File: src/rtl/bcs_pkg.sv
package bcs_pkg;
  localparam int COL_W  = 8;
  localparam int MODE_W = 12;

  localparam logic [2:0] BL_1    = 3'b000;
  localparam logic [2:0] BL_2    = 3'b001;
  localparam logic [2:0] BL_4    = 3'b010;
  localparam logic [2:0] BL_8    = 3'b011;
  localparam logic [2:0] BL_FULL = 3'b111;

  typedef struct packed {
    logic [2:0] len_code;
    logic       xor_order;
    logic [2:0] cas;
    logic       write_single;
  } mode_fields_t;

  // A length code that is reserved, or a whole row with XOR order.
  function automatic logic mode_refused(input logic [2:0] code, input logic xor_order);
    case (code)
      BL_1, BL_2, BL_4, BL_8: mode_refused = 1'b0;
      BL_FULL:                mode_refused = xor_order;
      default:                mode_refused = 1'b1;
    endcase
  endfunction

  // Offset mask of the aligned block for a length code.
  function automatic logic [COL_W-1:0] block_mask(input logic [2:0] code);
    case (code)
      BL_2:    block_mask = COL_W'(1);
      BL_4:    block_mask = COL_W'(3);
      BL_8:    block_mask = COL_W'(7);
      BL_FULL: block_mask = {COL_W{1'b1}};
      default: block_mask = '0;
    endcase
  endfunction

  // Column of beat idx inside a burst.
  function automatic logic [COL_W-1:0] beat_column(input logic [COL_W-1:0] start,
                                                   input logic [COL_W-1:0] idx,
                                                   input logic [COL_W-1:0] mask,
                                                   input logic             xor_order);
    logic [COL_W-1:0] sum;
    sum = start + idx;
    if (xor_order) beat_column = start ^ (idx & mask);
    else           beat_column = (start & ~mask) | (sum & mask);
  endfunction
endpackage

File: src/rtl/bcs_mode_reg.sv
module bcs_mode_reg
  import bcs_pkg::*;
#(
  parameter logic [MODE_W-1:0] RESET_WORD = 12'h020
) (
  input  logic              clk,
  input  logic              rst_n,
  input  logic              we,
  input  logic [MODE_W-1:0] wdata,
  output mode_fields_t      fields,
  output logic              refused
);
  logic [MODE_W-1:0] word_q;
  logic              refused_q;
  logic              base_sel;
  logic              bad_word;

  assign base_sel = we && !wdata[MODE_W-1];
  assign bad_word = mode_refused(wdata[2:0], wdata[3]);

  always_ff @(posedge clk) begin
    if (!rst_n) begin
      word_q    <= RESET_WORD;
      refused_q <= 1'b0;
    end else if (base_sel) begin
      refused_q <= bad_word;
      if (!bad_word) word_q <= wdata;
    end
  end

  always_comb begin
    fields.len_code     = word_q[2:0];
    fields.xor_order    = word_q[3];
    fields.cas          = word_q[6:4];
    fields.write_single = word_q[9];
  end

  assign refused = refused_q;
endmodule

File: src/rtl/bcs_beat_gen.sv
module bcs_beat_gen
  import bcs_pkg::*;
(
  input  logic             clk,
  input  logic             rst_n,
  input  logic             start_cmd,
  input  logic             is_write,
  input  logic [COL_W-1:0] start_col,
  input  logic             stop_req,
  input  mode_fields_t     fields,
  output logic [COL_W-1:0] col,
  output logic             valid,
  output logic             last,
  output logic             whole_row
);
  logic             active_q;
  logic             xor_q;
  logic             full_q;
  logic [COL_W-1:0] mask_q;
  logic [COL_W-1:0] start_q;
  logic [COL_W-1:0] idx_q;

  logic [2:0]       eff_code;
  logic             final_beat;

  assign eff_code   = (is_write && fields.write_single) ? BL_1 : fields.len_code;
  assign final_beat = active_q && !full_q && (idx_q == mask_q);

  always_ff @(posedge clk) begin
    if (!rst_n) begin
      active_q <= 1'b0;
      xor_q    <= 1'b0;
      full_q   <= 1'b0;
      mask_q   <= '0;
      start_q  <= '0;
      idx_q    <= '0;
    end else if (start_cmd) begin
      active_q <= 1'b1;
      start_q  <= start_col;
      idx_q    <= '0;
      mask_q   <= block_mask(eff_code);
      full_q   <= (eff_code == BL_FULL);
      xor_q    <= fields.xor_order && (eff_code != BL_1);
    end else if (active_q) begin
      if (stop_req || final_beat) active_q <= 1'b0;
      else                        idx_q    <= idx_q + 1'b1;
    end
  end

  assign col       = active_q ? beat_column(start_q, idx_q, mask_q, xor_q) : '0;
  assign valid     = active_q;
  assign last      = final_beat;
  assign whole_row = active_q && full_q;
endmodule

File: src/rtl/burst_col_seq.sv
module burst_col_seq
  import bcs_pkg::*;
#(
  parameter logic [MODE_W-1:0] RESET_WORD = 12'h020
) (
  input  logic              clk,
  input  logic              rst_n,
  input  logic              mode_we,
  input  logic [MODE_W-1:0] mode_wdata,
  input  logic              cmd_valid,
  input  logic              cmd_is_write,
  input  logic [COL_W-1:0]  cmd_col,
  input  logic              term,
  output logic [COL_W-1:0]  col_out,
  output logic              beat_valid,
  output logic              beat_last,
  output logic              busy,
  output logic [2:0]        cas_lat,
  output logic              mode_error
);
  mode_fields_t mode_now;
  logic         burst_full;

  bcs_mode_reg #(.RESET_WORD(RESET_WORD)) u_mode (
    .clk     (clk),
    .rst_n   (rst_n),
    .we      (mode_we),
    .wdata   (mode_wdata),
    .fields  (mode_now),
    .refused (mode_error)
  );

  bcs_beat_gen u_beat (
    .clk       (clk),
    .rst_n     (rst_n),
    .start_cmd (cmd_valid),
    .is_write  (cmd_is_write),
    .start_col (cmd_col),
    .stop_req  (term),
    .fields    (mode_now),
    .col       (col_out),
    .valid     (beat_valid),
    .last      (beat_last),
    .whole_row (burst_full)
  );

  assign busy    = beat_valid;
  assign cas_lat = mode_now.cas;
endmodule

File: config.mk
export PLATFORM = sky130hd
export DESIGN_NAME = burst_col_seq
export DESIGN_NICKNAME = d
export VERILOG_FILES = /design/src/rtl/bcs_pkg.sv /design/src/rtl/bcs_mode_reg.sv /design/src/rtl/bcs_beat_gen.sv /design/src/rtl/burst_col_seq.sv
export SDC_FILE = /design/constraint.sdc
export NUM_CORES = 1
export LEC_CHECK = 0
export ABC_AREA = 1
export BUFFER_PORTS_ARGS = -buffer_cell sky130_fd_sc_hd__buf_2
export CAP_MARGIN = 30
export CELL_PAD_IN_SITES_DETAIL_PLACEMENT = 0
export CELL_PAD_IN_SITES_GLOBAL_PLACEMENT = 1
export CORE_UTILIZATION = 41
export DETAILED_ROUTE_END_ITERATION = 10
export PLACE_DENSITY = 0.82
export SYNTH_ARGS = -nofsm -noshare
export SYNTH_HDL_FRONTEND = slang
export SYNTH_SLANG_ARGS = --single-unit
File: constraint.sdc
create_clock -name clk -period 2.79 [get_ports clk]
set_input_delay 0.279 -clock clk [delete_from_list [all_inputs] [get_ports clk]]
set_output_delay 0.279 -clock clk [all_outputs]
set_load 0.05 [all_outputs]
[After elaboration in Yosys (flattened, before gate mapping)]
Cells that the tools add are included.
Operators by class
  reductions and logical operators: 14
  add/subtract/negate cells: 2
  equal/unequal tests: 9
  bitwise logic cells: 9
  multiplexer cells: 8
Operator list (number)
  $pmux 8 s4: 1
  $and 8x8->8: 3
  $mux 8: 2
  $eq 3x2->1 const B: 4
  $add 8x1->8 const B: 1
  $add 8x8->8: 1
  $eq 8x8->1: 1
  $not 8->8: 1
  $or 8x8->8: 1
  $xor 8x8->8: 1
  $eq 3x1->1 const B: 2
  $eq 3x3->1 const B: 2
  $logic_and 1x1->1: 5
  $reduce_and 2->1: 2
  $reduce_or 4->1: 1
  $logic_not 3->1: 1
  $mux 1: 3
  $mux 3: 1
  $not 1->1: 3
  $reduce_bool 3->1: 1
  $logic_not 1->1: 2
  $pmux 1 s2: 1
  $reduce_or 2->1: 1
  $logic_or 1x1->1: 1
Storage, ports and cells
  bits of input ports: 26
  output and inout port bits: 15
  flip-flop bits (word level): 38

[Logic depth before layout (Yosys ltp)]
Gate-level depths: netlist of run 1.
  depth after elaboration: 7
  gate-level depth with buffers: 9

[Modules after synthesis]
From an unflattened synthesis of run 1, not the netlist that was laid out.
Unflattened totals
  cells, all modules: 299
  area, all modules: 2048.2 µm²
By module, submodules not included
  bcs_beat_gen: area an instance 1634.1 µm², seq. area each 440.4 µm², cells each 240, times used 1
  bcs_mode_reg: area an instance 406.6 µm², seq. area each 180.2 µm², cells each 58, times used 1
  burst_col_seq: area an instance 7.5 µm², seq. area each 0.0 µm², cells each 1, times used 1

[Least setup slack after synthesis of run 1]
OpenSTA, ideal clock, no wires.
  path kind: register to output
  start: reg u_beat.idx_q[0]
  end: out col_out[2]
  buffers on the path: 0
  path slack: 212 ps
  stages on the path, launching flop included: 6
  data required time: 2511 ps
  data arrival time: 2299 ps
  cell sequence: dfxtp_1 -> ha_1 -> fa_1 -> xor2_1 -> nand2_1 -> a211oi_1
On the way
  longest elaborated chain between the ends: 5
RTL lines
  from (decl): line bcs_beat_gen.sv:21  | logic [COL_W-1:0] idx_q;
  from (signal assigned): line bcs_beat_gen.sv:46  | else idx_q <= idx_q + 1'b1;
  $add 8x8->8: line bcs_pkg.sv:44  | sum = start + idx;
  $and 8x8->8: line bcs_pkg.sv:46  | else beat_column = (start & ~mask) | (sum & mask);
  $or 8x8->8: line bcs_pkg.sv:46
  $mux 8: line bcs_pkg.sv:45  | if (xor_order) beat_column = start ^ (idx & mask);
  $mux 8: line bcs_beat_gen.sv:50  | assign col = active_q ? beat_column(start_q, idx_q, mask_q, xor_q) : '0;
  to (decl): line burst_col_seq.sv:14  | output logic [COL_W-1:0] col_out,
Every way passes these cells.

[Final worst setup path of run 1]
  start: reg u_beat.idx_q[0]
  end: out col_out[6]
The elaborated chain is that of the path after synthesis.

==> results of run 1 <==
-- layout make-up --
class	instances	area share
Multi-Input combinational cell	210	0.526
Tap cell	52	0.0290
Clock inverter	1	0.00223
Sequential cell	31	0.277
Clock buffer	6	0.0368
Inverter	28	0.0468
Timing Repair Buffer	37	0.0825
-- final timing paths --
check,from,slack [ns],end,depth (start not counted)
worst max register to register,u_beat.full_q$_SDFFE_PN0P_,0.97,u_beat.idx_q[3]$_SDFFE_PP0P_,6
worst max-delay path,u_beat.idx_q[0]$_SDFFE_PP0P_,0.33,col_out[6],10
worst min register to register,u_mode.word_q[5]$_SDFFE_PN1P_,0.45,u_mode.word_q[5]$_SDFFE_PN1P_,2
worst min-delay path,cmd_col[4],0.19,u_beat.start_q[4]$_SDFFE_PN0P_,3
-- synth_stat cells --
cell type / n / area share
sky130_fd_sc_hd__nand2_1: 77 / 0.15
sky130_fd_sc_hd__a21oi_1: 31 / 0.080
sky130_fd_sc_hd__dfxtp_1: 31 / 0.32
sky130_fd_sc_hd__inv_1: 24 / 0.046
sky130_fd_sc_hd__nor2_1: 21 / 0.040
sky130_fd_sc_hd__ha_1: 16 / 0.10
sky130_fd_sc_hd__nand3_1: 13 / 0.033
sky130_fd_sc_hd__o21ai_0: 13 / 0.033
sky130_fd_sc_hd__xor2_1: 9 / 0.040
sky130_fd_sc_hd__buf_4: 4 / 0.015
sky130_fd_sc_hd__inv_2: 4 / 0.0077
sky130_fd_sc_hd__o21ai_1: 4 / 0.010
sky130_fd_sc_hd__xnor2_1: 4 / 0.018
sky130_fd_sc_hd__a211oi_1: 3 / 0.012
sky130_fd_sc_hd__a22o_1: 3 / 0.013
sky130_fd_sc_hd__nor2_4: 3 / 0.017
sky130_fd_sc_hd__buf_2: 2 / 0.0051
sky130_fd_sc_hd__nand3b_1: 2 / 0.0077
sky130_fd_sc_hd__nor3_1: 2 / 0.0051
sky130_fd_sc_hd__or2_2: 2 / 0.0064
sky130_fd_sc_hd__clkbuf_1: 1 / 0.0019
sky130_fd_sc_hd__fa_1: 1 / 0.010
sky130_fd_sc_hd__nand2_2: 1 / 0.0032
sky130_fd_sc_hd__nand4_1: 1 / 0.0032
sky130_fd_sc_hd__nand4_2: 1 / 0.0064
sky130_fd_sc_hd__nor2_2: 1 / 0.0032
sky130_fd_sc_hd__o21ai_2: 1 / 0.0045
sky130_fd_sc_hd__o22ai_2: 1 / 0.0064
-- cell families after synthesis --
logic type	share of synthesized area
simple gates	0.275
flops	0.318
xor+xnor	0.0584
fa+ha+maj	0.113
buf+inv	0.0764
compound gates	0.159
-- critical path, cell delays in order (launching register included) --
cell and delay, ns:
sky130_fd_sc_hd__dfxtp_1 0.36, sky130_fd_sc_hd__ha_1 0.25, sky130_fd_sc_hd__fa_1 0.41, sky130_fd_sc_hd__nand3_1 0.13, sky130_fd_sc_hd__nand2_1 0.08, sky130_fd_sc_hd__nand2_1 0.09, sky130_fd_sc_hd__nand2_1 0.05, sky130_fd_sc_hd__nand2_1 0.05
sky130_fd_sc_hd__nand3_1 0.06, sky130_fd_sc_hd__a21oi_1 0.14, sky130_fd_sc_hd__buf_2 0.27
-- registers in the layout, summed over array words and instances (netlist names) --
| signal | flops |
|---|---|
| u_beat.start_q | 8 |
| u_beat.mask_q | 3 |
| u_mode.refused | 1 |
| u_beat.xor_q | 1 |
| u_mode.word_q | 8 |
| u_beat.idx_q | 8 |
| u_beat.valid | 1 |
| u_beat.full_q | 1 |
-- per-stage QoR --
step	cell area [um^2]	power (mW)	std cells
2_1_floorplan	1950	0.591	276
6_report	2240	0.982	365
4_1_cts	2240	0.996	365
3_3_place_gp	2160	0.632	358
3_5_place_dp	2160	0.633	358
5_1_grt	2240	1.03	365
-- layer usage --
| layer | GRT usage | routed length [um] |
|---|---|---|
| met4 | 0.0667 | 64 |
| met1 | 0.265 | 2250 |
| met5 | 0 | 0 |
| met3 | 0.0427 | 113 |
| met2 | 0.328 | 2180 |
-- report_power, final --
part | internal (mW) | switching (mW)
Sequential | 0.459 | 0.0180
Combinational | 0.0493 | 0.0970
Clock | 0.193 | 0.166
Total | 0.701 | 0.281
==> implementation parameters, run 1 <==
Parameter                              Value

Run status
  Outcome    complete, no violations

STA
  Tightest slew margin relative to the limit    0.661
  Fin worst setup slack    approximately 0.33 ns
  Final setup fails    0
  Period minus WS final    2.46 ns
  Final total negative setup slack    0 ns
  RSZ-0062 raised after global routing    no
  Slew at the pin with the worst max-slew slack    about 0.51 ns
  Share of the clock period used by the worst path after layout    0.881
  Minimum hold slack    around 0.19 ns
  Max Slew Vio Count    0
  Post-Route Skew    around 0.004 ns
  Final-report hold violation count    0
  Fmax    roughly 410 MHz

Drt
  Drt via density    approximately 5.0
  Vias after detailed routing    1838
  Mean routed wirelength per cell    roughly 13 um
  DRT antenna net count    0
  DRC violations left    0
  First-pass DRT Iterations    6
  Total Wirelength    ~4.6 mm
  Iteration-0 DRC count of the detailed router    84

Floorplanning
  Vertical extent of the die    around 71 um
  Row count    24
  Die Width    approximately 71 um
  Number of top-level design ports    41
  Starting density of the core    0.436
  Core Area    around 4500 um^2
  Die Footprint    a little over 5000 um^2

Clock network
  Post-CTS Repair Setup Buffers    0
  Deepest clock path buffer count    2
  Worst-Skew Late Latency    between 0.2 and 0.3 ns
  Clk slew on worst S/H paths    ~0.07 ns
  Master cell of the clock root buffer    sky130_fd_sc_hd__clkbuf_8
  Sink Count    31
  Cells resized by post-CTS repair    0
  Number of levels the H-tree was split into    2
  Number of buffers inserted by hold repair at cts    0
  Total clock buffers created by CTS    5
  TritonCTS clock tree    built

Worst setup path
  Maximum fanout count along the critical path    6
  Path type of the worst setup path    flop to primary output
  Type of origin of the critical path    flop
  Kind of end point of the critical path    primary output
  Data required time at the worst endpoint    2.51 ns
  Endpoint arrival time on the critical path    roughly 2.2 ns

Final layout
  Most frequent standard cell in the layout excluding fill and tap cells    sky130_fd_sc_hd__nand2_1
  Total of fill cells in the finished design    around 460
  Area of combinational cells with multiple inputs    between 1000 and 1500 um^2
  Count of inserted antenna diode cells    0
  Share of cells above drive strength 1    0.185
  Area occupied by registers    621 um^2
  Area growth, synth to finish    15.1%
  Most used cells in the layout excluding fill and tap cells    77 x sky130_fd_sc_hd__nand2_1, 37 x sky130_fd_sc_hd__buf_2, 31 x sky130_fd_sc_hd__a21oi_1, 31 x sky130_fd_sc_hd__dfxtp_1, 24 x sky130_fd_sc_hd__inv_1
  Layout net count    ~360
  Final core area utilization    0.501

Place
  Final Wtd Congestion    approximately 0.83
  Setup WS pre-CTS    roughly 0.63 ns
  HPWL Detailed    around 3.5 mm
  Input/output buffers    37

Synth
  Count of different cell masters after synthesis    28
  Post-synthesis cell area    approximately 1900 um^2
  Register area share after synthesis    0.318
  Synth Net Count    around 320
  Synthesized instance count    ~280
  Synthesized area per cell    a little over 7 um^2
  Register bit total from synthesis    31
  Synth Warn #    0

Power and ir drop
  Maximum VDD drop    approximately 0.34 mV
  Power density over the cells    438 nW/um^2
  Leakage power summed over all cells    1.12 nW

Global routing
  Overall routing resource usage    0.201
  Maximum number of pins on one net before global-route repair    13
  Number of global-route vias before repair    ~1.6k
  Global-route wire length before repair    approximately 8 mm
  Remaining global-route overflow    0
  Number of antenna violations at the first check in global routing    0

Hold path
  Tightest Hold Check Type    input port to flop

Run
  Number of violations of the max-capacitance limit    0
Power figures use the tool's default switching activity.
==> run 2, diff against run 1 <==
--- a/config.mk
+++ b/config.mk
@@ -10,9 +10,9 @@
 export CAP_MARGIN = 30
 export CELL_PAD_IN_SITES_DETAIL_PLACEMENT = 0
 export CELL_PAD_IN_SITES_GLOBAL_PLACEMENT = 1
-export CORE_UTILIZATION = 41
+export CORE_UTILIZATION = 38
 export DETAILED_ROUTE_END_ITERATION = 10
-export PLACE_DENSITY = 0.82
+export PLACE_DENSITY = 0.76
 export SYNTH_ARGS = -nofsm -noshare
 export SYNTH_HDL_FRONTEND = slang
 export SYNTH_SLANG_ARGS = --single-unit
==> constraint.sdc (replaced) <==
create_clock -name clk -period 2.4 [get_ports clk]
set_input_delay 0.24 -clock clk [delete_from_list [all_inputs] [get_ports clk]]
set_output_delay 0.24 -clock clk [all_outputs]
set_load 0.05 [all_outputs]
==> implementation parameters, run 2 (same netlist as run 1, synthesis figures left out) <==
Parameter                              Value

STA
  Minimum hold slack    0.150 ns (was 0.192 ns)
  Share of the clock period used by the worst path after layout    0.941
  Fmax    roughly 440 MHz
  Final setup fails    0 (unchanged)
  Slew at the pin with the worst max-slew slack    0.528 ns (was 0.507 ns)
  Fin worst setup slack    0.141 ns (was 0.332 ns)
  Post-Route Skew    0.00372 ns (was 0.00396 ns)
  Period minus WS final    roughly 2.3 ns
  Tightest slew margin relative to the limit    0.648 (was 0.661)
  Max Slew Vio Count    0 (unchanged)
  Final-report hold violation count    0 (unchanged)

Worst setup path
  Endpoint arrival time on the critical path    2.02 ns (was 2.18 ns)
  Path type of the worst setup path    flop to primary output (unchanged)
  Maximum cell stage delay along the critical path    0.36 ns (was 0.41 ns)
  Type of origin of the critical path    flop (unchanged)
  Worst Reg2Reg Path Length in Cells    6 (unchanged)
  Maximum fanout count along the critical path    4 (was 6)
  Kind of end point of the critical path    primary output (unchanged)
  Most numerous cell on the critical path    sky130_fd_sc_hd__nand2_1 (unchanged)
  Ordered cell list for the critical path    ha_1 -> fa_2 -> nand3_1 -> nand2_1 -> nand2_2 -> nand2_1 -> nand2_1 -> nand3_1 -> a21oi_1 -> buf_4 (was ha_1 -> fa_1 -> nand3_1 -> nand2_1 -> nand2_1 -> nand2_1 -> nand2_1 -> nand3_1 -> a21oi_1 -> buf_2)
  Crit-path slowest cell    sky130_fd_sc_hd__fa_2 (was sky130_fd_sc_hd__fa_1)
  Data required time at the worst endpoint    2.16 ns (was 2.51 ns)

Power and ir drop
  Power density over the cells    498 nW/um^2 (was 438 nW/um^2)
  Leakage power summed over all cells    1.14 nW (was 1.12 nW)
  Switching power share of the total    0.289 (was 0.286)
  Maximum VDD drop    0.241 mV (was 0.340 mV)
  Clock Power Share    0.368 (was 0.366)
  Overall Power    1.15 mW (was 0.982 mW)
  Int Power    0.817 mW (was 0.701 mW)
  Logic gate share of total power    0.150 (was 0.149)
  Power dissipated by switching net loads    0.332 mW (was 0.281 mW)
  Flop pwr share    0.482 (was 0.485)

Floorplanning
  Die Footprint    5420 um^2 (was 5030 um^2)
  Number of top-level design ports    41 (unchanged)
  Row count    25 (was 24)
  Starting density of the core    0.405 (was 0.436)
  Die Width    73.6 um (was 71.0 um)
  Vertical extent of the die    73.6 um (was 71.0 um)
  Core Area    4820 um^2 (was 4470 um^2)

Clock network
  Number of buffers inserted by hold repair at cts    0 (unchanged)
  Sink Count    31 (unchanged)
  Number of levels the H-tree was split into    2 (unchanged)
  Deepest clock path buffer count    2 (unchanged)
  Clk slew on worst S/H paths    0.06 ns (was 0.07 ns)
  Master cell of the clock root buffer    sky130_fd_sc_hd__clkbuf_8 (unchanged)
  Post-CTS Repair Setup Buffers    0 (unchanged)
  Worst-Skew Late Latency    0.29 ns (was 0.28 ns)
  Cells resized by post-CTS repair    0 (unchanged)
  TritonCTS clock tree    built (unchanged)
  Total clock buffers created by CTS    5 (unchanged)

Hold path
  Cell depth of the worst hold path    3 (unchanged)
  Tightest Hold Check Type    input port to flop (unchanged)

Run
  Number of violations of the max-capacitance limit    0 (unchanged)

Run status
  Outcome    complete, no violations (unchanged)

Drt
  Mean routed wirelength per cell    12.3 um (was 12.6 um)
  DRC violations left    0 (unchanged)
  Iteration-0 DRC count of the detailed router    58 (was 84)
  Total Wirelength    4.72 mm (was 4.61 mm)
  DRT antenna net count    0 (unchanged)
  Drt via density    4.84 (was 5.04)
  First-pass DRT Iterations    4 (was 6)
  Vias after detailed routing    1852 (was 1838)

Final layout
  Most used cells in the layout excluding fill and tap cells    76 x sky130_fd_sc_hd__nand2_1, 34 x sky130_fd_sc_hd__buf_2, 31 x sky130_fd_sc_hd__dfxtp_1, 30 x sky130_fd_sc_hd__a21oi_1, 24 x sky130_fd_sc_hd__inv_1 (was 77 x sky130_fd_sc_hd__nand2_1, 37 x sky130_fd_sc_hd__buf_2, 31 x sky130_fd_sc_hd__a21oi_1, 31 x sky130_fd_sc_hd__dfxtp_1, 24 x sky130_fd_sc_hd__inv_1)
  Most frequent standard cell in the layout excluding fill and tap cells    sky130_fd_sc_hd__nand2_1 (unchanged)
  Layout net count    359 (was 356)
  Number of standard cells in the layout, taps in and fillers out    383 (was 365)
  Count of inserted antenna diode cells    0 (unchanged)
  Area growth, synth to finish    18.5% (was 15.1%)
  Share of cells above drive strength 1    0.206 (was 0.185)
  Registers with the most flip-flops    u_beat.idx_q (8), u_beat.start_q (8), u_mode.word_q (8) (unchanged)

Global routing
  Number of global-route vias before repair    1626 (was 1640)
  Maximum number of pins on one net before global-route repair    13 (unchanged)
  Global-route wire length before repair    7.85 mm (was 7.77 mm)
  Remaining global-route overflow    0 (unchanged)
  Number of antenna violations at the first check in global routing    0 (unchanged)
  Overall routing resource usage    0.196 (was 0.201)

Place
  HPWL Detailed    3.55 mm (was 3.45 mm)
  Setup WS pre-CTS    0.337 ns (was 0.632 ns)
  Input/output buffers    37 (unchanged)
  Count of placed standard cells including taps    376 (was 358)
  Final Wtd Congestion    0.817 (was 0.830)
==> run 2: layer usage <==
metal / wire [um] / part of all wire / GRT usage
met2: 2240 / 0.47 / 0.319
met4: 61 / 0.013 / 0.0641
met1: 2270 / 0.48 / 0.254
met3: 144 / 0.031 / 0.0453
met5: 0 / 0 / 0
==> run 2: final cells by class <==
type                       count  area (um^2)
clock buffer                   6         82.6
clock inverter                 1         5.00
fill                         540         2510
inverter                      28          105
multi-input combinational    210         1190
sequential                    31          621
tap                           67         83.8
timing repair buffer          40          219
==> run 2: stage by stage <==
stage / cell area [um^2] / utilization / setup TNS, ns
after floorplan: 1950 / - / 0
after global placement: 2200 / 0.457 / 0
after detailed placement: 2200 / 0.457 / 0
after CTS: 2290 / 0.475 / 0
after global routing: 2310 / 0.479 / -0.00716
final: 2310 / 0.479 / 0
==> run 2: final timing paths <==
check	start	endpoint	slack, ns
setup reg to reg	u_beat.full_q$_SDFFE_PN0P_	u_beat.idx_q[7]$_SDFFE_PP0P_	0.59
hold / removal	cmd_col[4]	u_beat.start_q[4]$_SDFFE_PN0P_	0.15
hold reg to reg	u_mode.word_q[5]$_SDFFE_PN1P_	u_mode.word_q[5]$_SDFFE_PN1P_	0.46
setup / recovery	u_beat.start_q[0]$_SDFFE_PN0P_	col_out[6]	0.14
==> run 2: power by group through the flow <==
stage                     clock network [mW]  registers, mW  logic, mW
after floorplan                            0          0.567      0.120
after detailed placement                   0          0.565      0.172
after global placement                     0          0.565      0.172
after global routing                   0.464          0.556      0.192
after CTS                              0.439          0.553      0.173
final                                  0.423          0.553      0.173
==> run 2: critical path, delay by kind of cell (launching register included) <==
family	cells	cell delay, ns
AO/OA/AOI/OAI	1	0.14
adder cells (fa/ha/maj)	2	0.58
buffers and inverters	1	0.21
flip-flops	1	0.33
AND/OR/NAND/NOR	6	0.47
